[src/rtl/cfg_port_pkg.sv]
package cfg_port_pkg;

    typedef enum logic [1:0] {
        ST_LOCKED = 2'd0,
        ST_ARMED  = 2'd1,
        ST_OPEN   = 2'd2
    } lock_state_t;

    localparam logic [7:0] KEY_OPEN    = 8'h87;
    localparam logic [7:0] KEY_CLOSE   = 8'hAA;
    localparam logic [7:0] IX_DEVSEL   = 8'h07;
    localparam logic [7:0] IX_ID_HI    = 8'h20;
    localparam logic [7:0] IX_ID_LO    = 8'h21;
    localparam logic [7:0] IX_REV      = 8'h22;
    localparam logic [7:0] IX_MFG_HI   = 8'h23;
    localparam logic [7:0] IX_MFG_LO   = 8'h24;
    localparam logic [7:0] IX_WIN_BASE = 8'h30;
    localparam logic [7:0] IDLE_BYTE   = 8'hFF;

    function automatic logic in_window(input logic [7:0] ix);
        return ix >= IX_WIN_BASE;
    endfunction

endpackage

[src/rtl/cfg_key_fsm.sv]
module cfg_key_fsm
    import cfg_port_pkg::*;
(
    input  logic       clk,
    input  logic       rst,
    input  logic       idx_wr,
    input  logic [7:0] wdata,
    output logic       unlocked
);

    lock_state_t state_q, state_d;

    always_comb begin
        state_d = state_q;
        if (idx_wr) begin
            unique case (state_q)
                ST_LOCKED: state_d = (wdata == KEY_OPEN)  ? ST_ARMED  : ST_LOCKED;
                ST_ARMED:  state_d = (wdata == KEY_OPEN)  ? ST_OPEN   : ST_LOCKED;
                ST_OPEN:   state_d = (wdata == KEY_CLOSE) ? ST_LOCKED : ST_OPEN;
                default:   state_d = ST_LOCKED;
            endcase
        end
    end

    always_ff @(posedge clk) begin
        if (rst) state_q <= ST_LOCKED;
        else     state_q <= state_d;
    end

    assign unlocked = (state_q == ST_OPEN);


    unlock_key_chk: assert property (@(posedge clk) disable iff (rst)
        (state_q == ST_OPEN && $past(state_q) != ST_OPEN) |->
        ($past(idx_wr) && $past(wdata) == KEY_OPEN && $past(state_q) == ST_ARMED));


    broken_key_chk: assert property (@(posedge clk) disable iff (rst)
        (state_q == ST_ARMED && idx_wr && wdata != KEY_OPEN) |=> (state_q == ST_LOCKED));


    relock_chk: assert property (@(posedge clk) disable iff (rst)
        (state_q == ST_OPEN && idx_wr && wdata == KEY_CLOSE) |=> (state_q == ST_LOCKED));

endmodule

[src/rtl/cfg_reg_core.sv]
module cfg_reg_core
    import cfg_port_pkg::*;
#(
    parameter logic [15:0] DEV_ID = 16'h0541,
    parameter logic [7:0]  REV    = 8'h01,
    parameter logic [15:0] MFG_ID = 16'h1934
) (
    input  logic       clk,
    input  logic       rst,
    input  logic       unlocked,
    input  logic       idx_wr,
    input  logic       dat_wr,
    input  logic [7:0] wdata,
    output logic [7:0] index,
    output logic [7:0] ld_sel,
    output logic [7:0] local_rdata,
    output logic       win_hit
);

    logic [7:0] index_q, ld_q;

    always_ff @(posedge clk) begin
        if (rst) begin
            index_q <= 8'h00;
            ld_q    <= 8'h00;
        end else if (unlocked) begin
            if (idx_wr && wdata != KEY_CLOSE)
                index_q <= wdata;
            if (dat_wr && index_q == IX_DEVSEL)
                ld_q <= wdata;
        end
    end

    always_comb begin
        unique case (index_q)
            IX_DEVSEL: local_rdata = ld_q;
            IX_ID_HI:  local_rdata = DEV_ID[15:8];
            IX_ID_LO:  local_rdata = DEV_ID[7:0];
            IX_REV:    local_rdata = REV;
            IX_MFG_HI: local_rdata = MFG_ID[15:8];
            IX_MFG_LO: local_rdata = MFG_ID[7:0];
            default:   local_rdata = 8'h00;
        endcase
    end

    assign index   = index_q;
    assign ld_sel  = ld_q;
    assign win_hit = unlocked && in_window(index_q);


    ldsel_hold_chk: assert property (@(posedge clk) disable iff (rst)
        !(unlocked && dat_wr && index_q == IX_DEVSEL) |=> $stable(ld_q));

endmodule

[src/rtl/cfg_ld_fanout.sv]
module cfg_ld_fanout #(
    parameter int NUM_LD = 8
) (
    input  logic                win_hit,
    input  logic [7:0]          ld_sel,
    input  logic                dat_wr,
    input  logic                dat_rd,
    input  logic [NUM_LD*8-1:0] dev_rdata,
    output logic [NUM_LD-1:0]   dev_wr,
    output logic [NUM_LD-1:0]   dev_rd,
    output logic [7:0]          win_rdata
);

    logic [NUM_LD-1:0] hit_vec;

    for (genvar g = 0; g < NUM_LD; g++) begin : g_ld
        assign hit_vec[g] = win_hit && (ld_sel == 8'(g));
        assign dev_wr[g]  = hit_vec[g] && dat_wr;
        assign dev_rd[g]  = hit_vec[g] && dat_rd;
    end

    always_comb begin
        win_rdata = 8'hFF;
        for (int i = 0; i < NUM_LD; i++)
            if (hit_vec[i]) win_rdata = dev_rdata[i*8 +: 8];
    end

endmodule

[src/rtl/cfg_index_port.sv]
module cfg_index_port
    import cfg_port_pkg::*;
#(
    parameter int          NUM_LD = 8,
    parameter logic [15:0] DEV_ID = 16'h0541,
    parameter logic [7:0]  REV    = 8'h01,
    parameter logic [15:0] MFG_ID = 16'h1934
) (
    input  logic                clk,
    input  logic                rst,
    input  logic                bus_sel,
    input  logic                bus_wr,
    input  logic                bus_rd,
    input  logic [7:0]          bus_wdata,
    output logic [7:0]          bus_rdata,
    output logic [7:0]          dev_reg,
    output logic [7:0]          dev_wdata,
    output logic [NUM_LD-1:0]   dev_wr,
    output logic [NUM_LD-1:0]   dev_rd,
    input  logic [NUM_LD*8-1:0] dev_rdata
);

    logic       idx_wr, dat_wr, dat_rd, unlocked, win_hit;
    logic [7:0] index, ld_sel, local_rdata, win_rdata;

    assign idx_wr = bus_wr && !bus_sel;
    assign dat_wr = bus_wr &&  bus_sel;
    assign dat_rd = bus_rd &&  bus_sel;

    cfg_key_fsm u_fsm (
        .clk(clk), .rst(rst), .idx_wr(idx_wr), .wdata(bus_wdata), .unlocked(unlocked)
    );

    cfg_reg_core #(.DEV_ID(DEV_ID), .REV(REV), .MFG_ID(MFG_ID)) u_regs (
        .clk(clk), .rst(rst), .unlocked(unlocked), .idx_wr(idx_wr), .dat_wr(dat_wr),
        .wdata(bus_wdata), .index(index), .ld_sel(ld_sel),
        .local_rdata(local_rdata), .win_hit(win_hit)
    );

    cfg_ld_fanout #(.NUM_LD(NUM_LD)) u_fan (
        .win_hit(win_hit), .ld_sel(ld_sel), .dat_wr(dat_wr), .dat_rd(dat_rd),
        .dev_rdata(dev_rdata), .dev_wr(dev_wr), .dev_rd(dev_rd), .win_rdata(win_rdata)
    );

    always_comb begin
        if (!unlocked)    bus_rdata = IDLE_BYTE;
        else if (!bus_sel) bus_rdata = index;
        else if (win_hit) bus_rdata = win_rdata;
        else              bus_rdata = local_rdata;
    end

    assign dev_reg   = index;
    assign dev_wdata = bus_wdata;


    locked_quiet_chk: assert property (@(posedge clk) disable iff (rst)
        !unlocked |-> (dev_wr == '0 && dev_rd == '0));


    strobe_onehot_chk: assert property (@(posedge clk) disable iff (rst)
        $onehot0(dev_wr) && $onehot0(dev_rd));

endmodule

[config.mk]
export PLATFORM = sky130hd
export DESIGN_NAME = cfg_index_port
export DESIGN_NICKNAME = d
export VERILOG_FILES = /design/src/rtl/cfg_port_pkg.sv /design/src/rtl/cfg_key_fsm.sv /design/src/rtl/cfg_reg_core.sv /design/src/rtl/cfg_ld_fanout.sv /design/src/rtl/cfg_index_port.sv
export SDC_FILE = /design/constraint.sdc
export NUM_CORES = 1
export LEC_CHECK = 0
export BUFFER_PORTS_ARGS = -buffer_cell sky130_fd_sc_hd__clkbuf_2
export CORE_UTILIZATION = 35
export CTS_BUF_LIST = sky130_fd_sc_hd__clkbuf_16
export DETAILED_ROUTE_END_ITERATION = 8
export GPL_ROUTABILITY_DRIVEN = 0
export MAX_ROUTING_LAYER = met4
export PLACE_DENSITY = 0.68
export SETUP_SLACK_MARGIN = 0.05
export SLEW_MARGIN = 40
export SYNTH_ARGS = -nofsm -noshare
export SYNTH_HDL_FRONTEND = slang
export SYNTH_SLANG_ARGS = --single-unit
[constraint.sdc]
create_clock -name clk -period 2.7 [get_ports clk]
set_input_delay 0.27 -clock clk [delete_from_list [all_inputs] [get_ports clk]]
set_output_delay 0.27 -clock clk [all_outputs]
set_load 0.02 [all_outputs]
* Word level (Yosys, flattened, before mapping)
Cells that the tools add are included.
** Storage, ports and cells
- Register bits :: 18
- Input bits :: 77
- Output and inout port bits :: 40
- Word-level logic and storage cells :: 73
** Operators by class
- $lt $le $gt $ge :: 1
- Eq/ne operators :: 18
- Muxes and demuxes :: 16
- Reductions and logical operators :: 35
** Operators with widths (count)
- 2-to-1 mux 8 bit :: 11
- one-hot mux 8 bit (6 select lines) :: 1
- equality test 8 x 3 -> 1 bit (second input constant) :: 5
- equality test 8 x 6 -> 1 bit (second input constant) :: 5
- logical AND 1 bit :: 30
- equality test 8 x 2 -> 1 bit (second input constant) :: 2
- equality test 8 bit (second input constant) :: 2
- equality test 8 x 1 -> 1 bit (second input constant) :: 1
- >= comparator 8 x 6 -> 1 bit (second input constant) :: 1
- logical NOT 8 bit :: 1
- inequality test 8 bit (second input constant) :: 1
- one-hot mux 2 bit (3 select lines) :: 1
- 2-to-1 mux 2 bit :: 2
- AND reduction 2 bit :: 2
- equality test 2 x 1 -> 1 bit (second input constant) :: 1
- equality test 2 bit (second input constant) :: 1
- logical NOT 2 bit :: 1
- logical NOT 1 bit :: 1
- 2-to-1 mux 1 bit :: 1

* Depth between registers and ports, before layout
Gate-level depths: netlist of the first run.
- Depth after elaboration :: 14
- Mapped depth :: 7
- Gate-level depth less buffers :: 5

* By module
Synthesis of the first run repeated with hierarchy kept, for this count alone.
** Second synthesis, totals
- Cell total of the unflattened synthesis :: 243
- Area, all modules :: 2193.4 um2
** By module, submodules not included
- cfg_reg_core :: times used 1, cells each 88, area an instance 895.9 um2, seq. area each 320.3 um2
- cfg_ld_fanout :: times used 1, cells each 108, area an instance 833.3 um2, seq. area each 0.0 um2
- cfg_index_port :: times used 1, cells each 33, area an instance 324.1 um2, seq. area each 0.0 um2
- cfg_key_fsm :: times used 1, cells each 14, area an instance 140.1 um2, seq. area each 40.0 um2

* Worst setup path after synthesis of the first run
OpenSTA, ideal clock, no wires.
- Path type :: reg-to-output
- Start :: register u_regs.ld_q[4] (netlist: u_regs.ld_sel[4])
- End :: output port bus_rdata[6]
- Arrival time :: 1.898 ns
- Required time :: 2.430 ns
- Setup slack :: 0.532 ns
- Stages on the path, launching flop included :: 6
- Buffers on the path :: 0
- Cells stage by stage :: dfxtp_1 or4_1 nor2_1 a211oi_1 o21a_1 o31ai_1
** Between the ends
- Longest elaborated chain between the ends :: 13
- Elaborated cells on any way between the ends :: 27
- Those cells by class :: 7 x eq/ne; 11 x mux; 9 x reduce/logical
** Ends and longest elaborated chain
- start, declared :: RTL line cfg_reg_core.sv:20 : logic [7:0] index_q, ld_q;
- start signal, assigned :: RTL line cfg_reg_core.sv:30 : ld_q <= wdata;
- logical NOT 8 bit :: RTL line cfg_ld_fanout.sv:17 : assign hit_vec[g] = win_hit && (ld_sel == 8'(g));
- logical AND 1 bit :: RTL line cfg_ld_fanout.sv:17
- 2-to-1 mux 8 bit (7 in a row) :: RTL line cfg_ld_fanout.sv:25 : if (hit_vec[i]) win_rdata = dev_rdata[i*8 +: 8];
- 2-to-1 mux 8 bit * :: RTL line cfg_ld_fanout.sv:25
- 2-to-1 mux 8 bit * :: RTL line cfg_index_port.sv:48 : else if (win_hit) bus_rdata = win_rdata;
- 2-to-1 mux 8 bit * :: RTL line cfg_index_port.sv:47 : else if (!bus_sel) bus_rdata = index;
- 2-to-1 mux 8 bit * :: RTL line cfg_index_port.sv:46 : if (!unlocked) bus_rdata = IDLE_BYTE;
- end, declared :: RTL line cfg_index_port.sv:15 : output logic [7:0] bus_rdata,
Every way passes the cells marked *; elsewhere a longest branch is shown, timed or not.

* Final worst setup path of the first run
- Start :: register u_regs.ld_q[0] (netlist: u_regs.ld_sel[0])
- End :: output port bus_rdata[4]
Same word-level chain as after synthesis.

==> results of run 1 <==
flip-flops by register name, summed over array words and instances (netlist names):
name           count
u_fsm.state_q      2
u_regs.index       8
u_regs.ld_sel      8
synthesized netlist by cell type (all sizes together), types with 8 or more instances:
library cell and number:
a211oi 8, dfxtp 18, nand2 17, clkbuf 11
buf 14, a31oi 11, nand3 9, nor3 11
a21oi 8, nor2 47, mux2i 24, o21ai 16
nor2b 9
layout by cell type (no fill, tap or decap), drive strengths merged, types with 2 or more instances in the layout:
| master | netlist | final |
|---|---|---|
| mux2i | 24 | 24 |
| o21a | 3 | 3 |
| inv | 2 | 2 |
| buf | 14 | 8 |
| nand2b | 7 | 7 |
| clkinv | 1 | 2 |
| and3 | 4 | 4 |
| dfxtp | 18 | 18 |
| a21oi | 8 | 8 |
| o22ai | 3 | 3 |
| o2bb2ai | 4 | 4 |
| nor3 | 11 | 11 |
| nor2b | 9 | 9 |
| nor2 | 47 | 47 |
| o32ai | 3 | 3 |
| a31oi | 11 | 11 |
| nand3 | 9 | 9 |
| a211oi | 8 | 8 |
| nand3b | 3 | 3 |
| o21ai | 16 | 16 |
| nor4 | 7 | 7 |
| nand2 | 17 | 17 |
| clkbuf | 11 | 119 |
| a22oi | 3 | 3 |
| mux4 | 2 | 2 |
logic make-up (layout without fill, tap and decap cells):
kind of cell / after synthesis / in the layout / synth area share [%]
AND/OR/NAND/NOR: 123 / 123 / 33.9
AO/OA/AOI/OAI: 68 / 68 / 24.0
multiplexers: 27 / 27 / 15.6
flip-flops: 18 / 18 / 19.0
buffers and inverters: 28 / 131 / 7.45
worst min-delay path, cell delays in order:
cell       delay, ns
clkbuf_2        0.12
a2bb2oi_1       0.06
nor2_1          0.07
power by group through the flow:
stage / Sequential, mW / Clock (mW) / Combinational (mW)
floorplan: 0.271 / 0 / 0.0444
global placement: 0.271 / 0 / 0.111
detailed placement: 0.271 / 0 / 0.111
CTS: 0.266 / 0.300 / 0.111
global route: 0.266 / 0.309 / 0.121
finish: 0.266 / 0.294 / 0.111
path summary, 6_finish.rpt:
check | to | cells after the start
max | bus_rdata[4] | 7
min | u_regs.index[6]$_SDFFE_PP0P_ | 3
max reg2reg | u_regs.ld_sel[3]$_SDFFE_PP0P_ | 5
min reg2reg | u_regs.ld_sel[5]$_SDFFE_PP0P_ | 2
layer usage:
layer / GRT usage (%) / up-vias / wire length, µm / share of wire, %
li1: - / 1183 / - / -
met1: 29.4 / 1094 / 2800 / 43
met2: 38.7 / 123 / 3150 / 48
met3: 2.25 / 10 / 496 / 7.6
met4: 5.56 / 0 / 97 / 1.5
met5: - / - / 0 / 0
layout make-up:
class | count | area (µm²)
tap | 70 | 87.6
clock inverter | 1 | 3.75
sequential | 18 | 362
timing repair buffer | 124 | 641
inverter | 3 | 11.3
fill | 529 | 2590
clock buffer | 3 | 75.1
multi-input combinational | 218 | 1400
metrics by stage:
stage / utilization, % / area (µm²) / instances
6_report: 49.9 / 2580 / 437
5_1_grt: 49.9 / 2580 / 437
4_1_cts: 49.8 / 2570 / 437
3_5_place_dp: 48.2 / 2490 / 433
3_3_place_gp: 48.2 / 2490 / 433
2_1_floorplan: - / 1900 / 264
repair_timing:
| action | 4_1_cts | 5_1_grt |
|---|---|---|
| setup buffers | 0 | 0 |
| endpoints found under the setup margin | 0 | 4 |
| hold endpoints to repair | 0 | 0 |
| gates resized for setup | 0 | 2 |
==> flow_summary.json, run 1 <==
{
  "status": "finished, final reports clean",
  "crit_path_end_kind": "primary output",
  "synth_cell_type_count": 49,
  "path_delay_family": "simple AND/OR/NAND/NOR gates",
  "clk_pin_slew_ns": 0.05,
  "p_comb_share_pct": 16.6,
  "rsz0062_at_grt": "false",
  "dp_hpwl_mm": 5.35,
  "crit_fanout": 18,
  "path_cells": "buf_4 -> or4b_2 -> nor3_1 -> nor3_1 -> o21ai_0 -> o22ai_1 -> clkbuf_2",
  "finalWirelength_mm": 6.55,
  "grt_pass1_vias": 2084,
  "p_sw_mw": 0.153,
  "finalMaxSlewViolations": 0,
  "max_freq_mhz": 391,
  "die_area_um2": 5720,
  "yosysTopAreaCell": "dfxtp_1",
  "power_frac_clock_pct": 43.8,
  "fp.coreArea_um2": 5170,
  "finalHoldViolations": 0,
  "final.min_clock_period_ns": 2.56,
  "async_flop_share_pct": 0,
  "finalCritPeriodShare_pct": 94.7,
  "whs_ns": 0.313,
  "syn_inst": 264,
  "ctsHoldBuffers": 0,
  "arrival_ns": 2.29,
  "grt_overflow_total": 0,
  "startpoint": "u_regs.ld_sel[0]$_SDFFE_PP0P_",
  "clk_latency_ns": 0.25,
  "timing_worst_setup_path_type": "reg2out",
  "vias_per_cell": 5.51,
  "critPathLaunchType": "register",
  "start_util_pct": 36.7,
  "yosysWarningCount": 0,
  "setup_tns_ns": 0,
  "total_power_mw": 0.671,
  "clock_sinks": 18,
  "drive_gt1_share_pct": 38.4,
  "routedWlPerCell_um": 15.0,
  "p_leak_nw": 1.08,
  "grt_pass1_wl_mm": 9.71,
  "cp_common_cell": "nor3_1",
  "std_cell_rows": 26,
  "antenna_found_initial": 0,
  "syn2layout_area_growth_pct": 36.1,
  "nets": 445,
  "crit_required_ns": 2.43,
  "synthTopCellsByArea": "dfxtp_1, mux2i_1, nor2_1",
  "ir_worst_vdd_mv": 0.233,
  "vias": 2410,
  "syn_nets": 341,
  "drc": 0,
  "hold_start": "bus_wdata[6]",
  "ys.flop_type": "dfxtp_1",
  "synthesis.area_um2": 1900,
  "place_ws_ns": 0.408,
  "worst_pin_slew_ns": 0.739,
  "htree_levels": 1,
  "rrSetupSlack_ns": 0.59,
  "io_pins": 117,
  "seq_power_share_pct": 39.6,
  "die_height_um": 75.6,
  "grt_start_max_net_pins": 19,
  "avgSynthCellArea_um2": 7.18,
  "synth-edff-count": 0,
  "cts_buffers": 3,
  "slew_headroom_pct": 50.3,
  "track_usage_pct": 22.9,
  "r2r_start": "u_regs.index[4]$_SDFFE_PP0P_",
  "clockBufferDepth": 2,
  "port_buffers": 116,
  "crit_slowest_cell": "or4b_2",
  "synth-seq-cells": 18,
  "finClkSkew_ns": 0.00239,
  "drt_iter0_drc": 144,
  "powerDensity_nw_per_um2": 260,
  "cts_tree": "built",
  "netSwitchingFraction_pct": 22.7,
  "root_buffer": "clkbuf_16",
  "internal_power_mw": 0.519,
  "antennaDiodeCount": 0,
  "crit_buf_inv": 2,
  "setup_violations": 0,
  "die_w_um": 75.6,
  "slowest_delay_ns": 0.67,
  "route.antenna.remaining_nets": 0,
  "drv_cap": 0,
  "seq_area_frac_synth_pct": 19.0,
  "drt_first_pass_iters": 4,
  "synth_top_area_share_pct": 19.0,
  "setup_slack_ns": 0.144,
  "hold_path.class": "in2reg"
}
(Power assumes the default switching activity.)
==> run 2: changes to the inputs <==
--- a/config.mk
+++ b/config.mk
@@ -12,6 +12,7 @@
 export GPL_ROUTABILITY_DRIVEN = 0
 export MAX_ROUTING_LAYER = met4
 export PLACE_DENSITY = 0.68
+export RECOVER_POWER = 50
 export SETUP_SLACK_MARGIN = 0.05
 export SLEW_MARGIN = 40
 export SYNTH_ARGS = -nofsm -noshare
==> flow_summary.json, run 2 (synthesized netlist as in run 1, its figures left out) <==
{
  "track_usage_pct": 22.9,
  "status": "finished, final reports clean",
  "critPathLaunchType": "register",
  "top_usage_layer": "met2",
  "power_frac_clock_pct": 43.9,
  "grt_use_met3_pct": 2.25,
  "seq_power_share_pct": 39.8,
  "cts_tree": "built",
  "regArea_um2": 362,
  "ir_worst_vdd_mv": 0.232,
  "die_height_um": 75.6,
  "p_sw_mw": 0.152,
  "port_buffers": 116,
  "final_cell_mix": "clkbuf_2, nor2_1, mux2i_1",
  "vias": 2421,
  "grt_pass1_wl_mm": 9.71,
  "drc": 0,
  "powerDensity_nw_per_um2": 262,
  "die_w_um": 75.6,
  "worst_pin_slew_ns": 0.744,
  "crit_path_end_kind": "primary output",
  "fillers": 541,
  "drive_gt1_share_pct": 33.8,
  "layout_commonest_cell": "clkbuf_2",
  "max_freq_mhz": 392,
  "start_util_pct": 36.7,
  "dp_cells": 433,
  "setup_violations": 0,
  "finalWirelength_mm": 6.57,
  "hold_path.class": "in2reg",
  "finalMaxSlewViolations": 0,
  "setup_tns_ns": 0,
  "nets": 445,
  "grt_start_max_net_pins": 19,
  "htree_levels": 1,
  "vias_per_cell": 5.54,
  "drt_iter0_drc": 192,
  "p_leak_nw": 1.02,
  "rsz0062_at_grt": "false",
  "netSwitchingFraction_pct": 22.7,
  "finClkSkew_ns": 0.00189,
  "clk_pin_slew_ns": 0.05,
  "stdcell_area_um2": 2550,
  "timing_worst_setup_path_type": "reg2out",
  "antennaDiodeCount": 0,
  "syn2layout_area_growth_pct": 34.5,
  "final_cells": 437,
  "multi_input_area_um2": 1390,
  "grt_pass1_vias": 2084,
  "die_area_um2": 5720,
  "fp.coreArea_um2": 5170,
  "gr-usage-met2_pct": 38.7,
  "drv_cap": 0,
  "use_met1_pct": 29.4,
  "slowest_delay_ns": 0.67,
  "arrival_ns": 2.28,
  "finalHoldViolations": 0,
  "path_cells": "buf_4 -> or4b_2 -> nor3_1 -> nor3_1 -> o21ai_0 -> o22ai_1 -> clkbuf_2",
  "place_area_um2": 2490,
  "cts_buffers": 3,
  "finalCritPeriodShare_pct": 94.4,
  "std_cell_rows": 26,
  "clk_latency_ns": 0.25,
  "slew_headroom_pct": 50.0,
  "route.antenna.remaining_nets": 0,
  "drt_first_pass_iters": 4,
  "grt_overflow_total": 0,
  "dp_hpwl_mm": 5.35,
  "final.min_clock_period_ns": 2.55,
  "crit_fanout": 18,
  "antenna_found_initial": 0,
  "routedWlPerCell_um": 15.0,
  "clock_sinks": 18,
  "clockBufferDepth": 2,
  "p_comb_share_pct": 16.3,
  "ctsHoldBuffers": 0,
  "internal_power_mw": 0.517,
  "io_pins": 117,
  "cp_common_cell": "nor3_1",
  "crit_required_ns": 2.43,
  "crit_slowest_cell": "or4b_2",
  "root_buffer": "clkbuf_16"
}
run 2: power by group through the flow:
stage | clock network, mW | logic, mW | registers (mW)
final | 0.293 | 0.109 | 0.266
after global placement | 0 | 0.111 | 0.271
after detailed placement | 0 | 0.111 | 0.271
after global routing | 0.309 | 0.119 | 0.266
after floorplan | 0 | 0.0444 | 0.271
after CTS | 0.300 | 0.111 | 0.266
run 2: repair_timing:
item                       4_1_cts  5_1_grt
resized for setup                0        2
buffers inserted                 0        0
setup endpoints to repair        0        4
run 2: per-stage QoR:
stage	utilization (%)	power [mW]	hold slack, ns	setup slack [ns]
after floorplan	-	0.316	0.409	0.532
after detailed placement	48.2	0.382	0.536	0.408
after global placement	48.2	0.383	0.528	0.454
final	49.3	0.669	0.310	0.152
after CTS	49.8	0.677	0.308	0.141
after global routing	49.3	0.694	0.346	0.0624
run 2: worst paths after layout:
| path | start | slack [ns] | cells after the start | to |
|---|---|---|---|---|
| worst max register to register | u_regs.index[4]$_SDFFE_PP0P_ | 0.44 | 5 | u_regs.ld_sel[3]$_SDFFE_PP0P_ |
| worst min-delay path | bus_wdata[6] | 0.31 | 3 | u_regs.index[6]$_SDFFE_PP0P_ |
| worst max-delay path | u_regs.ld_sel[0]$_SDFFE_PP0P_ | 0.15 | 7 | bus_rdata[4] |
| worst min register to register | u_regs.ld_sel[5]$_SDFFE_PP0P_ | 0.55 | 2 | u_regs.ld_sel[5]$_SDFFE_PP0P_ |
run 2: final cells by class:
cell class | count | share of cell area, %
multi-input combinational | 218 | 54.6
sequential | 18 | 14.2
tap | 70 | 3.43
timing repair buffer | 124 | 24.3
inverter | 3 | 0.441
clock inverter | 1 | 0.147
clock buffer | 3 | 2.94
run 2: metal layers:
layer | wire length (µm) | up-vias
met4 | 97 | 0
met2 | 3140 | 126
met1 | 2810 | 1101
li1 | - | 1184
met5 | 0 | -
met3 | 522 | 10
run 2: critical path, delay by kind of cell, from the launching register on:
kind	cells	cell delay, ns
buffers and inverters	2	0.45
and+or+nand+nor	3	0.90
AOI/OAI and AO/OA	2	0.19
DFF	1	0.50
==> run 3: changes to the inputs <==
--- a/config.mk
+++ b/config.mk
@@ -5,13 +5,14 @@
 export SDC_FILE = /design/constraint.sdc
 export NUM_CORES = 1
 export LEC_CHECK = 0
+export ABC_AREA = 1
 export BUFFER_PORTS_ARGS = -buffer_cell sky130_fd_sc_hd__clkbuf_2
 export CORE_UTILIZATION = 35
 export CTS_BUF_LIST = sky130_fd_sc_hd__clkbuf_16
 export DETAILED_ROUTE_END_ITERATION = 8
 export GPL_ROUTABILITY_DRIVEN = 0
 export MAX_ROUTING_LAYER = met4
-export PLACE_DENSITY = 0.68
+export PLACE_DENSITY = 0.7
 export RECOVER_POWER = 50
 export SETUP_SLACK_MARGIN = 0.05
 export SLEW_MARGIN = 40
==> constraint.sdc (replaced) <==
create_clock -name clk -period 2.2 [get_ports clk]
set_input_delay 0.22 -clock clk [delete_from_list [all_inputs] [get_ports clk]]
set_output_delay 0.22 -clock clk [all_outputs]
set_load 0.02 [all_outputs]
==> flow_summary.json, run 3 <==
{
  "whs_ns": 0.128,
  "hold_path.class": "in2reg",
  "drt_first_pass_iters": 4,
  "status": "complete, but fails checks",
  "multi_input_area_um2": 1490,
  "p_leak_nw": 1.55,
  "final_cell_mix": "clkbuf_2, nand2_1, nor2_1, inv_1, a21oi_1",
  "io_pins": 117,
  "grt_pass1_vias": 2659,
  "antenna_found_initial": 0,
  "critPathLaunchType": "register",
  "total_power_mw": 0.824,
  "final_cells": 569,
  "final.min_clock_period_ns": 2.31,
  "syn_nets": 436,
  "crit_path_end_kind": "primary output",
  "vias": 2785,
  "die_height_um": 78.1,
  "synth-edff-count": 0,
  "ctsHoldBuffers": 0,
  "syn2layout_area_growth_pct": 56.2,
  "start_util_pct": 36.6,
  "max_freq_mhz": 433,
  "grt_pass1_wl_mm": 11.8,
  "finClkSkew_ns": 0.00740,
  "powerDensity_nw_per_um2": 260,
  "track_usage_pct": 24.6,
  "setup_slack_ns": -0.112,
  "regArea_um2": 372,
  "routedWlPerCell_um": 13.3,
  "vias_per_cell": 4.89,
  "drive_gt1_share_pct": 37.6,
  "drv_cap": 0,
  "synthTopCellsByArea": "dfxtp_1, nand2_1, nor2_1",
  "violations": "negative setup slack",
  "avgSynthCellArea_um2": 5.65,
  "post-route-util_pct": 57.1,
  "rsz0062_at_grt": "true",
  "die_area_um2": 6100,
  "synth_top_area_share_pct": 17.8,
  "stdcell_area_um2": 3170,
  "cp_common_cell": "nand2_1",
  "slew_headroom_pct": 74.7,
  "finalCritPeriodShare_pct": 105,
  "std_cell_rows": 27,
  "setup_violations": 8,
  "layout_commonest_cell": "clkbuf_2",
  "port_buffers": 116,
  "die_w_um": 78.1,
  "antennaDiodeCount": 0,
  "yosysWarningCount": 0,
  "root_buffer": "clkbuf_16",
  "ir_worst_vdd_mv": 0.348,
  "cts_tree": "built",
  "place_area_um2": 2660,
  "path_cells": "inv_2 -> nand2_4 -> a21oi_4 -> buf_6 -> buf_12 -> nand2_4 -> nor2_4 -> nand2_2 -> nand3_2 -> nor2_2 -> nand3b_1 -> nand2_1 -> nand2_1 -> nand2_1 -> nand2_1 -> nand2_1 -> buf_6",
  "fp.coreArea_um2": 5540,
  "htree_levels": 1,
  "ys.flop_type": "dfxtp_1",
  "clk_latency_ns": 0.25,
  "route.antenna.remaining_nets": 0,
  "clk_pin_slew_ns": 0.06,
  "seq_area_frac_synth_pct": 17.8,
  "async_flop_share_pct": 0,
  "cts_buffers": 3,
  "finalWirelength_mm": 7.56,
  "grt_start_max_net_pins": 18,
  "dp_cells": 541,
  "drt_iter0_drc": 141,
  "syn_inst": 359,
  "finalMaxSlewViolations": 0,
  "grt_overflow_total": 0,
  "drc": 0,
  "dp_hpwl_mm": 5.41,
  "timing_worst_setup_path_type": "reg2out",
  "synthesis.area_um2": 2030,
  "yosysMostFrequentCell": "nand2_1",
  "fillers": 543,
  "yosysTopAreaCell": "dfxtp_1",
  "crit_fanout": 7,
  "clock_sinks": 18,
  "crit_required_ns": 1.98,
  "yosys-top-cells-count": "nand2_1, nor2_1, inv_1",
  "arrival_ns": 2.09,
  "worst_pin_slew_ns": 0.379,
  "finalHoldViolations": 0,
  "place_ws_ns": 0.127,
  "synth-seq-cells": 18,
  "slowest_delay_ns": 0.32,
  "setup_tns_ns": -0.522,
  "clockBufferDepth": 2,
  "synth_cell_type_count": 35,
  "crit_slowest_cell": "dfxtp_2",
  "nets": 575
}
[run 3: cell count changes after synthesis, sizes merged, moves of 9 or more]
cell | previous run | this run
nand2 | 17 | 76
a21oi | 8 | 29
nand3 | 9 | 26
nand3b | 3 | 13
inv | 2 | 55
or2 | 1 | 14
nor3 | 11 | 2
a31oi | 11 | 1
o21ai | 16 | 29
mux2i | 24 | 0
nor2b | 9 | 0
clkbuf | 11 | 1
nor2 | 47 | 62
[run 3: worst paths after layout]
kind,startpoint,endpoint,slack (ns),depth (start not counted)
worst max-delay path,u_fsm.state_q[0]$_SDFFE_PP0P_,bus_rdata[4],-0.11,17
worst min-delay path,rst,u_fsm.state_q[1]$_SDFFE_PP0P_,0.13,2
worst max register to register,u_regs.index[7]$_SDFFE_PP0P_,u_regs.ld_sel[0]$_SDFFE_PP0P_,0.24,7
worst min register to register,u_regs.ld_sel[5]$_SDFFE_PP0P_,u_regs.ld_sel[5]$_SDFFE_PP0P_,0.50,2
[run 3: critical path: cells and delay by family (launching register included)]
family                 cells  cell delay [ns]
AND/OR/NAND/NOR           12             0.83
buffers and inverters      4             0.51
flip-flops                 1             0.32
AO/OA/AOI/OAI              1             0.18
[run 3: logic make-up after synthesis]
logic type	after synthesis	share of synthesized area, %
and+or+nand+nor	205	48.6
buffers and inverters	72	16.5
AOI/OAI and AO/OA	64	17.0
DFF	18	17.8
[run 3: per-layer routing]
layer	part of all wire [%]	track usage (%)
met1	42	27.4
met2	50	45.4
met3	5.0	2.44
met4	2.6	9.07
met5	0	-
[run 3: where the power goes]
part	total (mW)	internal [mW]	switching, mW
Clock	0.366	0.242	0.125
Sequential	0.326	0.326	0.0000123
Combinational	0.131	0.0614	0.0697
[run 3: what timing repair did]
| action | 4_1_cts | 5_1_grt |
|---|---|---|
| gates resized for setup | 41 | 27 |
| pin swaps | 13 | 16 |
| cloned | 4 | 0 |
| buffers inserted | 16 | 4 |
| endpoints found under the setup margin | 8 | 8 |
[run 3: cell type report]
class	count	area share (%)
Tap cell	72	2.85
Multi-Input combinational cell	271	47.2
Timing Repair Buffer	148	29.1
Clock buffer	3	2.37
Clock inverter	1	0.119
Sequential cell	18	11.7
Inverter	56	6.64
